File: config.mk
export PLATFORM = sky130hd
export DESIGN_NAME = alu8_core
export DESIGN_NICKNAME = d
export VERILOG_FILES = /design/src/rtl/alu8_pkg.sv /design/src/rtl/alu8_addsub.sv /design/src/rtl/alu8_mulshift.sv /design/src/rtl/alu8_bitlogic.sv /design/src/rtl/alu8_core.sv
export SDC_FILE = /design/constraint.sdc
export NUM_CORES = 1
export LEC_CHECK = 0
export ABC_AREA = 1
export BUFFER_PORTS_ARGS = -buffer_cell sky130_fd_sc_hd__buf_2
export CAP_MARGIN = 10
export CORE_ASPECT_RATIO = 1.75
export CORE_MARGIN = 2
export CORE_UTILIZATION = 65
export CTS_CLUSTER_DIAMETER = 150
export DETAILED_ROUTE_END_ITERATION = 12
export GPL_ROUTABILITY_DRIVEN = 0
export PLACE_DENSITY = 0.85
export SYNTH_ARGS = -nofsm -noshare
export SYNTH_HDL_FRONTEND = slang
export SYNTH_HIERARCHICAL = 1
export SYNTH_SLANG_ARGS = --single-unit
File: constraint.sdc
create_clock -name clk -period 14.25 [get_ports clk]
set_input_delay 1.425 -clock clk [delete_from_list [all_inputs] [get_ports clk]]
set_output_delay 1.425 -clock clk [all_outputs]
set_load 0.01 [all_outputs]
File: src/rtl/alu8_pkg.sv
package alu8_pkg;

  typedef enum logic [4:0] {
    OP_DEC   = 5'd0,
    OP_DECC  = 5'd1,
    OP_ADD   = 5'd2,
    OP_ADDC  = 5'd3,
    OP_SUB   = 5'd4,
    OP_SUBC  = 5'd5,
    OP_SUBR  = 5'd6,
    OP_SUBRC = 5'd7,
    OP_MUL   = 5'd8,
    OP_SHL   = 5'd9,
    OP_SHR   = 5'd10,
    OP_SHRA  = 5'd11,
    OP_CMP   = 5'd12,
    OP_AND   = 5'd13,
    OP_OR    = 5'd14,
    OP_XOR   = 5'd15,
    OP_TSTB  = 5'd16,
    OP_SETB  = 5'd17,
    OP_CLRB  = 5'd18,
    OP_INVB  = 5'd19
  } alu_op_e;

endpackage

File: src/rtl/alu8_addsub.sv
// Shared adder: x + y + cin, or x + ~y + cin for subtraction (carry = no borrow)
module alu8_addsub #(
  parameter int W = 8
) (
  input  logic [W-1:0] x,
  input  logic [W-1:0] y,
  input  logic         sub,
  input  logic         cin,
  output logic [W-1:0] sum,
  output logic         cout,
  output logic         ovf
);
  logic [W-1:0] y_eff;
  logic [W:0]   wide;

  always_comb begin
    y_eff = sub ? ~y : y;
    wide  = {1'b0, x} + {1'b0, y_eff} + {{W{1'b0}}, cin};
    sum   = wide[W-1:0];
    cout  = wide[W];
    ovf   = (x[W-1] == y_eff[W-1]) && (sum[W-1] != x[W-1]);
  end
endmodule

File: src/rtl/alu8_mulshift.sv
// Multiplier shared by MUL and the power-of-two shifts; product split in bytes
module alu8_mulshift
  import alu8_pkg::*;
#(
  parameter int W    = 8,
  parameter int IDXW = $clog2(W)
) (
  input  alu_op_e        op,
  input  logic [W-1:0]   opa,
  input  logic [W-1:0]   opb,
  input  logic [IDXW-1:0] idx,
  output logic [W-1:0]   lo,
  output logic [W-1:0]   hi
);
  localparam logic [2*W-1:0] ONE = {{(2*W-1){1'b0}}, 1'b1};
  localparam logic [IDXW:0]  WSH = W[IDXW:0];

  logic [IDXW:0]  rsh;
  logic [2*W-1:0] mcand, factor, prod;

  always_comb begin
    rsh    = WSH - {1'b0, idx};
    mcand  = {{W{1'b0}}, opa};
    factor = '0;
    case (op)
      OP_MUL: begin
        mcand  = {{W{1'b0}}, opb};
        factor = {{W{1'b0}}, opa};
      end
      OP_SHL:  factor = ONE << idx;
      OP_SHR:  factor = ONE << rsh;
      OP_SHRA: begin
        mcand  = {{W{opa[W-1]}}, opa};
        factor = ONE << rsh;
      end
      default: factor = '0;
    endcase
    prod = mcand * factor;
    lo   = prod[W-1:0];
    hi   = prod[2*W-1:W];
  end
endmodule

File: src/rtl/alu8_bitlogic.sv
// Bitwise logic and single-bit test/set/clear/invert
module alu8_bitlogic
  import alu8_pkg::*;
#(
  parameter int W    = 8,
  parameter int IDXW = $clog2(W)
) (
  input  alu_op_e         op,
  input  logic [W-1:0]    opa,
  input  logic [W-1:0]    opb,
  input  logic [IDXW-1:0] idx,
  output logic [W-1:0]    res
);
  logic [W-1:0] mask;

  always_comb begin
    mask = {{(W-1){1'b0}}, 1'b1} << idx;
    case (op)
      OP_AND:  res = opa & opb;
      OP_OR:   res = opa | opb;
      OP_XOR:  res = opa ^ opb;
      OP_TSTB: res = opa & mask;
      OP_SETB: res = opa | mask;
      OP_CLRB: res = opa & ~mask;
      OP_INVB: res = opa ^ mask;
      default: res = '0;
    endcase
  end
endmodule

File: src/rtl/alu8_core.sv
module alu8_core
  import alu8_pkg::*;
#(
  parameter int W    = 8,
  parameter int IDXW = $clog2(W)
) (
  input  logic            clk,
  input  logic            rst_n,
  input  logic            op_en,
  input  logic [4:0]      op_code,
  input  logic [W-1:0]    opa,
  input  logic [W-1:0]    opb,
  input  logic [IDXW-1:0] bit_idx,
  output logic [W-1:0]    acc_out,
  output logic [W-1:0]    dst_out,
  output logic            dst_we,
  output logic            flag_c,
  output logic            flag_v,
  output logic            flag_z
);
  alu_op_e op;
  assign op = alu_op_e'(op_code);

  // adder operand routing
  logic [W-1:0] as_x, as_y, as_sum;
  logic         as_sub, as_cin, as_c, as_v;

  always_comb begin
    as_x   = opa;
    as_y   = opb;
    as_sub = 1'b1;
    as_cin = 1'b1;
    case (op)
      OP_DEC:   begin as_y = '0; as_cin = 1'b0;   end
      OP_DECC:  begin as_y = '0; as_cin = flag_c; end
      OP_ADD:   begin as_sub = 1'b0; as_cin = 1'b0;   end
      OP_ADDC:  begin as_sub = 1'b0; as_cin = flag_c; end
      OP_SUBC:  as_cin = flag_c;
      OP_SUBR, OP_CMP: begin as_x = opb; as_y = opa; end
      OP_SUBRC: begin as_x = opb; as_y = opa; as_cin = flag_c; end
      default:  as_cin = 1'b1;
    endcase
  end

  alu8_addsub #(.W(W)) u_addsub (
    .x(as_x), .y(as_y), .sub(as_sub), .cin(as_cin),
    .sum(as_sum), .cout(as_c), .ovf(as_v)
  );

  logic [W-1:0] ms_lo, ms_hi, bl_res;

  alu8_mulshift #(.W(W), .IDXW(IDXW)) u_mulshift (
    .op(op), .opa(opa), .opb(opb), .idx(bit_idx), .lo(ms_lo), .hi(ms_hi)
  );

  alu8_bitlogic #(.W(W), .IDXW(IDXW)) u_bitlogic (
    .op(op), .opa(opa), .opb(opb), .idx(bit_idx), .res(bl_res)
  );

  // result selection and next flag values
  logic c_nxt, v_nxt, z_nxt;

  always_comb begin
    acc_out = '0;
    dst_out = '0;
    dst_we  = 1'b0;
    c_nxt   = flag_c;
    v_nxt   = flag_v;
    z_nxt   = flag_z;
    case (op)
      OP_DEC, OP_DECC, OP_ADD, OP_ADDC,
      OP_SUB, OP_SUBC, OP_SUBR, OP_SUBRC: begin
        acc_out = as_sum;
        dst_out = as_sum;
        dst_we  = 1'b1;
        c_nxt   = as_c;
        v_nxt   = as_v;
        z_nxt   = (as_sum == '0);
      end
      OP_CMP: begin
        acc_out = as_sum;
        c_nxt   = as_c;
        z_nxt   = (as_sum == '0);
        v_nxt   = as_c & (as_sum != '0);
      end
      OP_MUL, OP_SHL, OP_SHR, OP_SHRA: begin
        acc_out = ms_lo;
        dst_out = ms_hi;
        dst_we  = 1'b1;
      end
      OP_AND, OP_OR, OP_XOR, OP_SETB, OP_CLRB, OP_INVB: begin
        acc_out = bl_res;
        dst_out = bl_res;
        dst_we  = 1'b1;
        z_nxt   = (bl_res == '0);
      end
      OP_TSTB: begin
        acc_out = bl_res;
        z_nxt   = (bl_res == '0);
      end
      default: acc_out = '0;
    endcase
  end

  always_ff @(posedge clk or negedge rst_n) begin
    if (!rst_n) begin
      flag_c <= 1'b0;
      flag_v <= 1'b0;
      flag_z <= 1'b0;
    end else if (op_en) begin
      flag_c <= c_nxt;
      flag_v <= v_nxt;
      flag_z <= z_nxt;
    end
  end

  // flag behaviour checks
  assert_dec_carry_R1: assert property (@(posedge clk) disable iff (!rst_n)
    (op_en && op == OP_DEC) |=> (flag_c == ($past(opa) != '0)));

  assert_add_carry_R2: assert property (@(posedge clk) disable iff (!rst_n)
    (op_en && op == OP_ADD) |=> (flag_c == ($past(opa) > ~$past(opb))));

  assert_sub_noborrow_R3: assert property (@(posedge clk) disable iff (!rst_n)
    (op_en && op == OP_SUB) |=> (flag_c == ($past(opa) >= $past(opb))));

  assert_mul_keeps_flags_R5: assert property (@(posedge clk) disable iff (!rst_n)
    (op_en && (op == OP_MUL || op == OP_SHL || op == OP_SHR || op == OP_SHRA))
    |=> ($stable(flag_c) && $stable(flag_v) && $stable(flag_z)));

  assert_shl_split_R6: assert property (@(posedge clk) disable iff (!rst_n)
    (op == OP_SHL) |-> ({dst_out, acc_out} == ({{W{1'b0}}, opa} << bit_idx)));

  assert_cmp_vrule_R8: assert property (@(posedge clk) disable iff (!rst_n)
    (op_en && op == OP_CMP) |=> (flag_v == (flag_c && !flag_z)));

  assert_logic_keeps_cv_R9: assert property (@(posedge clk) disable iff (!rst_n)
    (op_en && (op == OP_AND || op == OP_OR || op == OP_XOR))
    |=> ($stable(flag_c) && $stable(flag_v)));

  assert_tstb_single_R10: assert property (@(posedge clk) disable iff (!rst_n)
    (op == OP_TSTB) |-> ($onehot0(acc_out) && acc_out[bit_idx] == opa[bit_idx]));

  assert_idle_hold_R12: assert property (@(posedge clk) disable iff (!rst_n)
    (!op_en) |=> ($stable(flag_c) && $stable(flag_v) && $stable(flag_z)));
endmodule

* Yosys cells after proc, flatten, opt, wreduce, memory -nomap -nowiden
Cells that the tools add are included.
** Operators by class
- $add $sub $neg :: 3
- $mul :: 1
- Bitwise logic cells :: 10
- Multiplexer cells :: 12
- Shift operators :: 3
- Equality and inequality tests :: 21
- Reduce and logical (&&, ||, !) cells :: 22
** Operators with widths (number)
- case mux 8 bit (7 select lines) :: 1
- case mux 16 bit (3 select lines) :: 1
- case mux 8 bit (3 select lines) :: 2
- == test 5 x 4 -> 1 bit (second input constant) :: 8
- case mux 16 bit (2 select lines) :: 1
- bitwise AND 8 bit :: 3
- == test 5 x 3 -> 1 bit (second input constant) :: 4
- == test 5 bit (second input constant) :: 4
- OR reduction 18 bit :: 1
- logical NOT 8 bit :: 2
- multiplier 16 x 16 -> 16 bit :: 1
- two-way mux 8 bit :: 2
- inverter 8 bit :: 2
- bitwise OR 8 bit :: 2
- case mux 8 bit (2 select lines) :: 1
- << shifter 1 x 3 -> 16 bit (first input constant) :: 1
- << shifter 1 x 4 -> 16 bit (first input constant) :: 1
- XOR 8 bit :: 2
- == test 5 x 2 -> 1 bit (second input constant) :: 2
- adder 8 x 8 -> 9 bit :: 1
- adder 9 x 1 -> 9 bit :: 1
- OR reduction 9 bit :: 1
- nonzero test 8 bit :: 1
- OR reduction 2 bit :: 4
- other kinds (17) :: 23
** Storage, ports and cells
- Logic and storage cells :: 75
- Register bits after elaboration :: 3
- Output and inout bits :: 20

* Depth between registers and ports, before layout
- Word-level depth :: 10
- Mapped depth :: 38

* By module
The synthesis kept the hierarchy.
** By module, submodules not included
- alu8_mulshift :: area each 4196.5 um^2, seq. area each 0.0 um^2, instances 1, cells each 568
- alu8_core :: area each 959.7 um^2, seq. area each 75.1 um^2, instances 1, cells each 186
- alu8_bitlogic :: area each 885.8 um^2, seq. area each 0.0 um^2, instances 1, cells each 205
- alu8_addsub :: area each 481.7 um^2, seq. area each 0.0 um^2, instances 1, cells each 73

* Worst setup path after synthesis
OpenSTA, ideal clock, no wires.
- Kind :: input to output
- Start point :: input bit_idx[0]
- End point :: output dst_out[7]
- Arrival time :: 7339 ps
- Setup slack :: 5486 ps
- Cell stages on the path :: 37
- Buffers on the path :: 0
- Data required time :: 12825 ps
- Path through :: inv_1 ha_1 inv_1 nand2_1 nand2_1 nand2_1 nand2_4 nand3_1 o21ai_0 inv_1 nor2_1 inv_1 fa_1 inv_1 fa_1 inv_1 fa_1 inv_1 fa_1 inv_1 fa_1 fa_1 inv_1 ha_1 nand2_1 inv_1 a221oi_1 nand3_1 inv_1 nand3_1 nand2_1 inv_1 nand3_1 nand2_1 inv_1 nand2_1 nand3_1
** Between the ends
- Word-level cells in the longest chain between the ends :: 5
- Elaborated cells on any way between the ends :: 13
** RTL lines
- from (decl) :: RTL line alu8_core.sv:13 : input logic [IDXW-1:0] bit_idx,
- subtractor 4 x 3 -> 4 bit :: RTL line alu8_mulshift.sv:22 : rsh = WSH - {1'b0, idx};
- << shifter 1 x 4 -> 16 bit :: RTL line alu8_mulshift.sv:31, alu8_mulshift.sv:34
- case mux 16 bit (3 select lines) * :: RTL line alu8_mulshift.sv:25 : case (op)
- multiplier 16 x 16 -> 16 bit * :: RTL line alu8_mulshift.sv:38 : prod = mcand * factor;
- via ms_hi[7] :: RTL line alu8_core.sv:50 : logic [W-1:0] ms_lo, ms_hi, bl_res;
- case mux 8 bit (3 select lines) * :: RTL line alu8_core.sv:70 : case (op)
- to (decl) :: RTL line alu8_core.sv:15 : output logic [W-1:0] dst_out,
The timed path passes the listed nets; every way through them passes the cells marked *.

* Worst setup path in the final report
Ends and elaborated chain as after synthesis.

==> run_results.csv <==
group,metric,value,unit
synthesis,synth.distinct_cells,44,
sta,fmax,103,MHz
cells_and_area,nets,1252,
synthesis,syn_inst,1032,
detailed_routing,via_per_inst,5.47,
clocking,ctsRootBufferMaster,"clkbuf_16",
power,p_total,253,uW
detailed_routing,routed_wl,18500,um
die,start_util,0.666,
worst_setup_path,slowest_stage,"fa_1",
cells_and_area,finish.instance_area,6960,um^2
global_routing,grt_overflow_total,0,
placed_design,portBuffers,46,
sta,holdWs,0.477,ns
detailed_routing,drtPass1Iterations,5,
die,io_pins,47,
sta,hold_violations,0,
clocking,clock_sinks,3,
die,rows,48,
synthesis,synth_warnings,6,
global_routing,grt_pass1_wl,29200,um
synthesis,synth_edf_count,0,
worst_setup_path,setup.worst_path.start_class,"primary input",
power,p_leak,0.00403,uW
cells_and_area,num_antenna_cells,0,
run,cap_viol_max_count,0,
die,die_area,10900,um^2
sta,relSlewSlack,0.467,
sta,fin_skew,0.000164,ns
synthesis,async_reset_ff_frac,1.00,
synthesis,synth.largest_area_cell,"fa_1",
clocking,cts-resized-gates,0,
detailed_routing,drc_errors,0,
worst_setup_path,cp.arrival,8.28,ns
hold_path,min-delay-start,"flag_v",
sta,drv_slew,0,
clocking,clock_latency,0.22,ns
worst_setup_path,worst_path_most_repeated_cell,"inv_1",
clocking,cts_max_path_buffers,2,
worst_setup_path,max_stage_delay,0.60,ns
clocking,cts_tree,"built",
die,die_h,137,um
sta,post-route-min-period,9.70,ns
power,ir_drop,101,uV
worst_setup_path,timing.rr.start,"flag_c",
worst_setup_path,r2r_slack,11.76,ns
synthesis,synth.ff_latch_count,3,
placed_design,dp_hpwl,15500,um
global_routing,antenna_found_initial,0,
clocking,numCtsBuffers,3,
worst_setup_path,end_kind,"output pin",
sta,rsz0062_at_grt,"no",
cells_and_area,area_growth,6.64,%
synthesis,synth_seq_area_share,0.0115,
cells_and_area,drive_gt1_frac,0.102,
worst_setup_path,worst-path-buf-inv,15,
global_routing,grt_max_degree,19,
global_routing,grt_use_total,0.346,
worst_setup_path,startpoint,"bit_idx[0]",
synthesis,synth_area_per_cell,6.32,um^2
clocking,clkTransAtPathRegs,0.03,ns
detailed_routing,drtIter0Drc,411,
detailed_routing,vias,6625,
sta,min_period_over_period,0.681,
sta,tns,0,ns
clocking,htreeDepth,1,
clocking,cts_hold_buf,0,
worst_setup_path,crit_type,"in -> out",
worst_setup_path,critPathMaxFanout,10,
synthesis,synth.area.top_cells,"fa_1 24%, nand2_1 16%, inv_1 14%",
worst_setup_path,cp_top_family,"adder cells",
detailed_routing,antenna_left,0,
clocking,post-cts-setup-buffers,0,
detailed_routing,avgRoutedWirePerCell,15.3,um
sta,setup_viol,0,
run_status,status,"complete, no violations",
cells_and_area,fill_cells,892,
placed_design,postPlaceCellArea,6880,um^2
worst_setup_path,required,12.82,ns
sta,worstMarginPinSlew,0.800,ns
synthesis,synth.top_cell.area_share,0.242,
power,p_per_area,36.3,nW/um^2
synthesis,synth_area,6520,um^2
global_routing,grt_pass1_vias,6373,
die,coreArea,9790,um^2
die,die_x,79.7,um
hold_path,hold_path_class,"reg -> reg",
synthesis,synth_top_flop_cell,"dfrtp_1",
where the power goes:
group | leakage, uW | internal, uW | switching [uW]
combinational | 0.00395 | 66.9 | 130
clock | 0.0000382 | 36.9 | 7.05
sequential | 0.0000388 | 10.5 | 1.37
total | 0.00403 | 114 | 138
synthesized netlist by cell type (4+ instances only):
library cell / n
nand2_1: 275
inv_1: 251
nand3_1: 89
nor2_1: 89
fa_1: 79
ha_1: 59
a21oi_1: 23
xor2_1: 22
o21ai_0: 16
nand2_2: 15
o21ai_1: 10
nand3_2: 9
nand4_1: 9
nor2_2: 8
o211ai_1: 8
xnor2_1: 8
nor2_4: 7
inv_2: 6
nand2_4: 5
buf_6: 4
clkinv_1: 4
o21ai_2: 4
metrics by stage:
stage	util	worst slack [ns]	instances
global placement	0.703	4.66	1207
CTS	0.711	4.54	1211
detailed placement	0.703	4.56	1207
floorplan	-	5.49	1042
global route	0.711	4.04	1211
finish	0.711	4.55	1211
per-layer routing:
| layer | global-route usage | routed length (um) |
|---|---|---|
| met5 | 0 | 0 |
| met4 | 0.195 | 1260 |
| met3 | 0.0237 | 981 |
| met1 | 0.364 | 6310 |
| met2 | 0.662 | 9980 |
placed cells by master (no fill, tap or decap), types with 2 or more instances in the layout:
cell type and n:
xor2_1 22, fa_1 79, nor2_1 89, a21o_1 2, o21ai_1 10, nand3_2 9
nand2_4 5, xor2_2 2, clkbuf_16 3, clkinv_1 4, o21ai_0 16, nand4_1 9
nand2_2 15, o21ai_2 4, conb_1 12, nand2_1 275, nor2_2 8, dfrtp_1 3
ha_1 59, inv_2 6, xnor2_1 8, o211ai_1 8, nand3_1 89, nor2_4 7
inv_1 251, buf_4 2, nand3b_1 3, buf_2 46, a21oi_1 23, nor3_1 3
sequential cells by signal, indices dropped and copies added (netlist names):
| register | cells |
|---|---|
| flag_v | 1 |
| flag_z | 1 |
| flag_c | 1 |
final cells by class:
cell class / instances / area (um^2) / area share
multi-input combinational: 770 / 5420 / 0.779
tap: 125 / 156 / 0.0225
inverter: 261 / 980 / 0.141
clock buffer: 4 / 78.8 / 0.0113
timing repair buffer: 48 / 245 / 0.0353
sequential: 3 / 75.1 / 0.0108
worst min-delay path, cell delays in order, from the launching register on:
cell and delay (ns):
dfrtp_1 0.33, nand2_1 0.05, nand2_1 0.06
path summary, 6_finish.rpt:
check,end,cells after the start
min in group asynchronous,flag_c,1
setup / recovery,dst_out[7],39
setup reg to reg,flag_v,15
hold / removal,flag_v,2
hold reg to reg,flag_v,2
max in group asynchronous,flag_v,1
cell families after synthesis:
| group | Yosys count | synth area share |
|---|---|---|
| AO/OA/AOI/OAI | 72 | 0.0664 |
| XOR/XNOR | 32 | 0.0453 |
| adder cells (fa/ha/maj) | 138 | 0.356 |
| buffers and inverters | 269 | 0.163 |
| flip-flops | 3 | 0.0115 |
| multiplexers | 1 | 0.00153 |
| other | 2 | 0.00115 |
| AND/OR/NAND/NOR | 515 | 0.355 |
No activity file was read; power rests on OpenSTA's default activity.
